--- src/rtl/dec_split_pkg.sv ---
package dec_split_pkg;

    localparam int LO_W    = 1;
    localparam int LO_LAST = 1;
    localparam int HI_W    = 3;
    localparam int HI_LAST = 4;
    localparam int LANES   = 2;

    typedef enum logic [1:0] {
        ACT_HOLD  = 2'd0,
        ACT_STEP  = 2'd1,
        ACT_CLEAR = 2'd2,
        ACT_NINE  = 2'd3
    } act_e;

    typedef struct packed {
        logic [HI_W-1:0] hi;
        logic [LO_W-1:0] lo;
    } cnt_t;

    localparam cnt_t NINE_VAL = '{hi: 3'd4, lo: 1'b1};

    // Load nine outranks clear; both outrank a count step.
    function automatic act_e pick_act(input logic clr, input logic nine, input logic step);
        if (nine)
            return ACT_NINE;
        else if (clr)
            return ACT_CLEAR;
        else if (step)
            return ACT_STEP;
        return ACT_HOLD;
    endfunction

endpackage

--- src/rtl/dec_edge.sv ---
module dec_edge #(
    parameter bit FALL = 1'b1
) (
    input  logic clk,
    input  logic rst,
    input  logic lvl,
    output logic evt
);
    logic prev;

    always_ff @(posedge clk) begin
        if (rst)
            prev <= 1'b0;
        else
            prev <= lvl;
    end

    generate
        if (FALL) begin : g_fall
            assign evt = prev & ~lvl;
        end else begin : g_rise
            assign evt = ~prev & lvl;
        end
    endgenerate

endmodule

--- src/rtl/dec_section.sv ---
module dec_section
    import dec_split_pkg::*;
#(
    parameter int            W    = 3,
    parameter int            LAST = 4,
    parameter logic [W-1:0]  LOADV = '0
) (
    input  logic         clk,
    input  logic         rst,
    input  act_e         act,
    output logic [W-1:0] val
);
    localparam logic [W-1:0] TOP = W'(LAST);

    always_ff @(posedge clk) begin
        if (rst)
            val <= '0;
        else begin
            unique case (act)
                ACT_NINE:  val <= LOADV;
                ACT_CLEAR: val <= '0;
                ACT_STEP:  val <= (val == TOP) ? '0 : val + 1'b1;
                default:   val <= val;
            endcase
        end
    end

    AST_SECTION_RANGE: assert property (@(posedge clk) disable iff (rst)
        val <= TOP);

    AST_SECTION_WRAP: assert property (@(posedge clk) disable iff (rst)
        (act == ACT_STEP && val == TOP) |=> val == '0);

endmodule

--- src/rtl/dec_split_counter.sv ---
module dec_split_counter
    import dec_split_pkg::*;
(
    input  logic clk,
    input  logic rst,
    input  logic tick_a,
    input  logic tick_b,
    input  logic chain,
    input  logic clr_p,
    input  logic clr_q,
    input  logic nine_p,
    input  logic nine_q,
    output logic qa,
    output logic qb,
    output logic qc,
    output logic qd
);
    logic [LANES-1:0] tick_in;
    logic [LANES-1:0] tick_evt;
    cnt_t             cnt;
    logic             force_clr;
    logic             force_nine;
    logic             hi_step;
    act_e             act_lo;
    act_e             act_hi;

    assign tick_in = {tick_b, tick_a};

    generate
        for (genvar g = 0; g < LANES; g++) begin : g_lane
            dec_edge #(.FALL(1'b1)) u_edge (
                .clk (clk),
                .rst (rst),
                .lvl (tick_in[g]),
                .evt (tick_evt[g])
            );
        end
    endgenerate

    assign force_clr  = clr_p & clr_q;
    assign force_nine = nine_p & nine_q;

    // Chained: the upper section counts on the lower bit's 1->0 step.
    assign hi_step = chain ? (tick_evt[0] & cnt.lo[0]) : tick_evt[1];

    assign act_lo = pick_act(force_clr, force_nine, tick_evt[0]);
    assign act_hi = pick_act(force_clr, force_nine, hi_step);

    dec_section #(.W(LO_W), .LAST(LO_LAST), .LOADV(NINE_VAL.lo)) u_lo (
        .clk (clk),
        .rst (rst),
        .act (act_lo),
        .val (cnt.lo)
    );

    dec_section #(.W(HI_W), .LAST(HI_LAST), .LOADV(NINE_VAL.hi)) u_hi (
        .clk (clk),
        .rst (rst),
        .act (act_hi),
        .val (cnt.hi)
    );

    assign qa = cnt.lo[0];
    assign qb = cnt.hi[0];
    assign qc = cnt.hi[1];
    assign qd = cnt.hi[2];

    AST_NINE_WINS: assert property (@(posedge clk) disable iff (rst)
        force_nine |=> {qd, qc, qb, qa} == 4'b1001);

    AST_CLEAR_ZERO: assert property (@(posedge clk) disable iff (rst)
        (force_clr && !force_nine) |=> {qd, qc, qb, qa} == 4'b0000);

    AST_LO_HOLD: assert property (@(posedge clk) disable iff (rst)
        (!force_clr && !force_nine && !tick_evt[0]) |=> $stable(qa));

    AST_HI_QUIET: assert property (@(posedge clk) disable iff (rst)
        (!chain && !force_clr && !force_nine && !tick_evt[1]) |=> $stable(cnt.hi));

    AST_CHAIN_CARRY: assert property (@(posedge clk) disable iff (rst)
        (chain && !force_clr && !force_nine && tick_evt[0] && qa)
        |=> (!qa && cnt.hi != $past(cnt.hi)));

    AST_CHAIN_IGNORE_B: assert property (@(posedge clk) disable iff (rst)
        (chain && !force_clr && !force_nine && !(tick_evt[0] && qa)) |=> $stable(cnt.hi));

endmodule

--- config.mk ---
export PLATFORM = sky130hd
export DESIGN_NAME = dec_split_counter
export DESIGN_NICKNAME = d
export VERILOG_FILES = /design/src/rtl/dec_split_pkg.sv /design/src/rtl/dec_edge.sv /design/src/rtl/dec_section.sv /design/src/rtl/dec_split_counter.sv
export SDC_FILE = /design/constraint.sdc
export NUM_CORES = 1
export LEC_CHECK = 0
export ABC_CLOCK_PERIOD_IN_PS = 1800
export BUFFER_PORTS_ARGS = -buffer_cell sky130_fd_sc_hd__clkbuf_2
export CORE_AREA = 2 2 39 41
export CTS_CLUSTER_DIAMETER = 120
export DETAILED_ROUTE_END_ITERATION = 16
export DIE_AREA = 0 0 41 43
export PLACE_DENSITY = 0.46
export SYNTH_ARGS = -nofsm -noshare
export SYNTH_HDL_FRONTEND = slang
export SYNTH_HIERARCHICAL = 1
export SYNTH_SLANG_ARGS = --single-unit
export TNS_END_PERCENT = 50
--- constraint.sdc ---
create_clock -name clk -period 1.8 [get_ports clk]
set_input_delay 0.54 -clock clk [delete_from_list [all_inputs] [get_ports clk]]
set_output_delay 0.54 -clock clk [all_outputs]
set_load 0.05 [all_outputs]
==> run metrics, run 1 <==
CTS Hold Buffers Added=0; Area after DPL=~470 sq um; CTS HTree Levels=1; wire length of the first global-routing pass=1.32 mm; first-pass iteration count of the detailed router=2; Bufs and invs on worst path=2; Max Buffers Root-to-Sink=2; via count of the first global-routing pass=around 340; Hold Path Class=reg2reg; required time of the worst setup path=1.98 ns; syn avg cell area=roughly 8.4 sq um; max-cap viol count=0; initial core utilization=0.273; Core Region=roughly 1400 sq um; kind of cell adding the most delay to the critical path=compound AO/OA/AOI/OAI gates; diodes inserted=0; cell chain of the critical path=clkbuf_2 > nor2b_1 > a21boi_0 > o21ai_1 > inv_1 > ha_1 > nor3_1 > a21oi_1 > a21oi_1; detailed placement HPWL=594 um; Synth Register Bits=6; outcome=complete, no violations; Mapped Area=between 300 and 400 sq um; crit path kind=in2reg; initial antenna violation count=0; synthesized instance count=45; post-route clock period utilization=0.879; top achievable clock speed=roughly 0.63 GHz; GRT Residual Overflow=0; number of nets with antenna violations after routing=0; post-layout minimum cycle time=1.58 ns; TritonCTS clock tree=built; Post-Layout Cell Count=78; post_cts resized=0; maximum fanout along the worst path=6; Routed WL per cell=roughly 9.5 um; highest-delay cell along the critical path=ha_1; number of CTS-inserted buffers=3; delay contributed by the slowest stage of the critical path=between 0.2 and 0.3 ns; measured slew at the worst slew-check pin=0.277 ns; Area Growth Syn to Fin=31.1%; power density cells=roughly 730 nW/um^2; crit end category=flip-flop; total negative slack for setup checks=0 ns; Clock Sinks=6; setup repair after global routing missed its margin=false; final clock skew=between 0.0003 and 0.0004 ns; count of pins over their slew limit=0; most frequent standard cell in the layout excluding fill and tap cells=clkbuf_2; Detailed Route WL=roughly 740 um; design area=495 sq um; number of standard-cell rows in the floorplan=14; DR iter-0 viols=4; overall fraction of global-route tracks in use=0.112; mean number of vias per cell=4.50; most frequent cells in the layout=clkbuf_2 (12), nand2_1 (7), dfxtp_1 (6); worst slew margin relative to its limit=0.816; buffer cell driving the clock tree root=clkbuf_4; Synth cell types=19; Placed Instances=between 70 and 80; P_leak=roughly 0.25 nW; area of the die=approximately 1800 sq um; most repeated library cell on the critical path=a21oi_1; worst endpoint data arrival time=1.77 ns; final setup violation count=0; Final Hold Fails=0; syn_nets=59; setup repair bufs after CTS=0; maximum number of pins on one net before global-route repair=8; number of warnings issued by yosys=6; final weighted congestion in routability-driven placement=between 0.6 and 0.7; Top Ports=13; clock edge transition at the registers on the reported setup and hold paths=~0.05 ns; startpoint type of the worst setup path=primary input; count of vias placed by the detailed router=between 300 and 400; clock latency of the later-clocked register in the worst-skew pair=~0.25 ns; number of buffers added on ports=12; largest voltage drop on the vdd net=around 360 uV; Vert. Die Dim=43 um; sequential element share of the synthesized area=0.318; detailed-route DRC error count=0; number of nets in the layout=78; chip width=roughly 41 um; fraction of final layout cells sized beyond drive strength 1=0.323
==> worst min-delay path, delay by kind of cell, from the launching register on <==
family / cells / cell delay, ns
AO/OA/AOI/OAI: 1 / 0.05
flip-flops: 1 / 0.33
AND/OR/NAND/NOR: 1 / 0.07
==> kinds of logic (layout without fill, tap and decap cells) <==
kind of cell,after synthesis,count (layout),share of synthesized area
adders and majority gates,5,5,0.166
DFF,6,6,0.318
AOI/OAI and AO/OA,9,9,0.149
buffers and inverters,4,21,0.0397
muxes,1,1,0.0298
and+or+nand+nor,20,20,0.298
==> flip-flops by register name, indices dropped and copies added, names as in the netlist <==
signal and count:
u_hi/val 3, u_lo/val 1, g_lane.u_edge/prev 2
==> final cells by class <==
cell class / count / area [sq um]
Fill cell: 155 / 888
Multi-Input combinational cell: 35 / 243
Sequential cell: 6 / 120
Timing Repair Buffer: 14 / 75.1
Clock buffer: 3 / 22.5
Tap cell: 16 / 20.0
Inverter: 4 / 15.0
==> stage by stage <==
stage	util	hold slack (ns)	setup slack [ns]	total power, mW
after floorplan	-	0.606	0.0761	0.205
after global placement	0.342	0.493	-0.0173	0.236
after detailed placement	0.342	0.493	-0.0416	0.236
after CTS	0.358	0.500	0.222	0.370
after global routing	0.358	0.531	0.0828	0.388
final	0.358	0.496	0.217	0.361
==> cells in the mapped netlist <==
library cell	count	area, sq um
o2bb2ai_1	1	8.76
and2b_1	1	7.51
nand2_1	7	26.3
nand3b_1	1	7.51
nor3_1	1	5.00
ha_1	5	62.6
o21ai_1	1	5.00
mux2_2	1	11.3
a21oi_1	4	20.0
nor2b_1	3	18.8
a22o_1	1	8.76
a21boi_0	1	7.51
nor2_1	3	11.3
nor2b_2	2	17.5
and4bb_1	1	12.5
nand4_1	1	6.26
dfxtp_1	6	120
inv_1	4	15.0
a31oi_1	1	6.26
==> final timing paths <==
check	from	endpoint	slack (ns)	cells past startpoint
setup / recovery	tick_a	u_hi/val[2]$_SDFFE_PP0P_	0.22	9
hold / removal	u_hi/val[1]$_SDFFE_PP0P_	u_hi/val[1]$_SDFFE_PP0P_	0.50	2
setup reg to reg	g_lane[0].u_edge/prev$_SDFF_PP0_	u_hi/val[2]$_SDFFE_PP0P_	0.28	8
hold reg to reg	u_hi/val[1]$_SDFFE_PP0P_	u_hi/val[1]$_SDFFE_PP0P_	0.50	2
==> report_power, final <==
group          total [mW]  leakage, nW  internal, mW  switching (mW)
Sequential          0.147       0.0494         0.141         0.00564
Clock               0.129       0.0138        0.0757          0.0530
Combinational      0.0861        0.182        0.0358          0.0503
Total               0.361        0.245         0.252           0.109
==> metal layers <==
metal	global-route usage	part of all wire
met1	0.151	0.47
met2	0.147	0.42
met3	0.0314	0.080
met4	0.0800	0.026
met5	0	0
No activity file was read; power rests on OpenSTA's default activity.
==> run 2: changes to the inputs <==
--- a/config.mk
+++ b/config.mk
@@ -7,11 +7,11 @@
 export LEC_CHECK = 0
 export ABC_CLOCK_PERIOD_IN_PS = 1800
 export BUFFER_PORTS_ARGS = -buffer_cell sky130_fd_sc_hd__clkbuf_2
+export CAP_MARGIN = 20
 export CORE_AREA = 2 2 39 41
-export CTS_CLUSTER_DIAMETER = 120
 export DETAILED_ROUTE_END_ITERATION = 16
 export DIE_AREA = 0 0 41 43
-export PLACE_DENSITY = 0.46
+export PLACE_DENSITY_LB_ADDON = 0.05
 export SYNTH_ARGS = -nofsm -noshare
 export SYNTH_HDL_FRONTEND = slang
 export SYNTH_HIERARCHICAL = 1
==> run metrics, run 2 (synthesized netlist as in run 1, its figures left out) <==
maximum number of pins on one net before global-route repair=8; biggest registers after layout=u_hi/val: 3 flops, g_lane.u_edge/prev: 2 flops, u_lo/val: 1 flops; Bufs and invs on worst path=2; most repeated library cell on the critical path=a21oi_1; worst endpoint data arrival time=between 1.5 and 2 ns; count of pins over their slew limit=0; total negative slack for setup checks=0 ns; setup repair after global routing missed its margin=false; Max Buffers Root-to-Sink=2; Worst Setup Slack, final=about 0.15 ns; number of buffers added on ports=12; crit end category=flip-flop; number of CTS-inserted buffers=3; number of nets in the layout=80; number of nets with antenna violations after routing=0; initial antenna violation count=0; Detailed Route WL=774 um; chip width=about 40 um; startpoint type of the worst setup path=primary input; number of standard-cell rows in the floorplan=14; delay contributed by the slowest stage of the critical path=about 0.28 ns; Routed WL per cell=~9.7 um; CTS HTree Levels=1; area of the die=about 1800 sq um; post-route clock period utilization=0.915; TritonCTS clock tree=built; most frequent cells in the layout=clkbuf_2 (12), nand2_1 (7), dfxtp_1 (6); design area=just over 500 sq um; cell chain of the critical path=clkbuf_2 > nor2b_1 > a21boi_0 > o21ai_1 > inv_1 > ha_1 > nor3_1 > a21oi_1 > a21oi_1; top achievable clock speed=slightly above 0.6 GHz; Area after DPL=488 sq um; overall fraction of global-route tracks in use=0.113; first-pass iteration count of the detailed router=1; Top Ports=13; fillcell total=165; highest-delay cell along the critical path=ha_1; largest voltage drop on the vdd net=approximately 390 uV; Clock Sinks=6; Vert. Die Dim=43 um; maximum fanout along the worst path=7; clock edge transition at the registers on the reported setup and hold paths=approximately 0.05 ns; DR iter-0 viols=0; power density cells=between 700 and 800 nW/um^2; final weighted congestion in routability-driven placement=approximately 0.60; clock latency of the later-clocked register in the worst-skew pair=around 0.24 ns; final setup violation count=0; wire length of the first global-routing pass=about 1.3 mm; P_leak=~0.26 nW; measured slew at the worst slew-check pin=between 0.2 and 0.3 ns; initial core utilization=0.273; most frequent standard cell in the layout excluding fill and tap cells=clkbuf_2; Final Hold Fails=0; max-cap viol count=0; outcome=complete, no violations; Area Growth Syn to Fin=35.1%; Core Region=between 1000 and 1500 sq um; register containing the most flip-flops in the final layout=u_hi/val; buffer cell driving the clock tree root=clkbuf_4; crit path kind=in2reg; total power after layout=around 0.36 mW; Hold Path Class=reg2reg; via count of the first global-routing pass=approximately 320; Worst Hold Margin=slightly below 0.5 ns; setup repair bufs after CTS=0; GRT Residual Overflow=0; worst slew margin relative to its limit=0.817; final clock skew=0.00356 ns; count of vias placed by the detailed router=between 300 and 400; Largest register FFs=3; mean number of vias per cell=4.48; detailed placement HPWL=~640 um; worst slack at placement=-0.139 ns; kind of cell adding the most delay to the critical path=compound AO/OA/AOI/OAI gates; post-layout minimum cycle time=approximately 1.6 ns; detailed-route DRC error count=0; fraction of final layout cells sized beyond drive strength 1=0.344; diodes inserted=0; required time of the worst setup path=just under 2 ns
## run 2: cell types whose count changed in the layout (fill, tap and decap cells not counted)
cell,delta
buf_4,+2
## run 2: area by class of cell
class | count | area [sq um] | share of cell area
timing repair buffer | 16 | 90.1 | 0.176
clock buffer | 3 | 22.5 | 0.0441
multi-input combinational | 35 | 243 | 0.475
inverter | 4 | 15.0 | 0.0294
tap | 16 | 20.0 | 0.0392
sequential | 6 | 120 | 0.235
## run 2: repair_timing
action                     in CTS  in global routing
setup endpoints to repair       0                  1
hold buffers                    0                  0
gates resized for setup         0                  0
## run 2: worst paths after layout
| path | slack (ns) | endpoint | depth (start not counted) | startpoint |
|---|---|---|---|---|
| worst max-delay path | 0.15 | u_hi/val[2]$_SDFFE_PP0P_ | 9 | tick_a |
| worst max register to register | 0.20 | u_hi/val[2]$_SDFFE_PP0P_ | 8 | g_lane[0].u_edge/prev$_SDFF_PP0_ |
| worst min-delay path | 0.49 | u_hi/val[1]$_SDFFE_PP0P_ | 2 | u_hi/val[1]$_SDFFE_PP0P_ |
| worst min register to register | 0.49 | u_hi/val[1]$_SDFFE_PP0P_ | 2 | u_hi/val[1]$_SDFFE_PP0P_ |
## run 2: routing by layer
| metal | wire length, um | track usage |
|---|---|---|
| met1 | 352 | 0.131 |
| met2 | 356 | 0.169 |
| met3 | 65 | 0.0628 |
| met4 | 0 | 0.0400 |
| met5 | 0 | 0 |
## run 2: per-stage QoR
stage          utilization  std cells
5_1_grt              0.369         80
6_report             0.369         80
3_5_place_dp         0.353         77
3_3_place_gp         0.353         77
4_1_cts              0.369         80
2_1_floorplan            -         45
## run 2: power breakdown
part | switching [mW] | total [mW] | internal (mW)
clock | 0.0487 | 0.124 | 0.0754
sequential | 0.00507 | 0.146 | 0.141
combinational | 0.0522 | 0.0913 | 0.0392
## run 2: worst reg2reg max path: cells and delay by family, from the launching register on
family          cells  cell delay (ns)
compound gates      4             0.49
fa+ha+maj           1             0.23
buf+inv             1             0.14
flops               1             0.29
simple gates        2             0.33
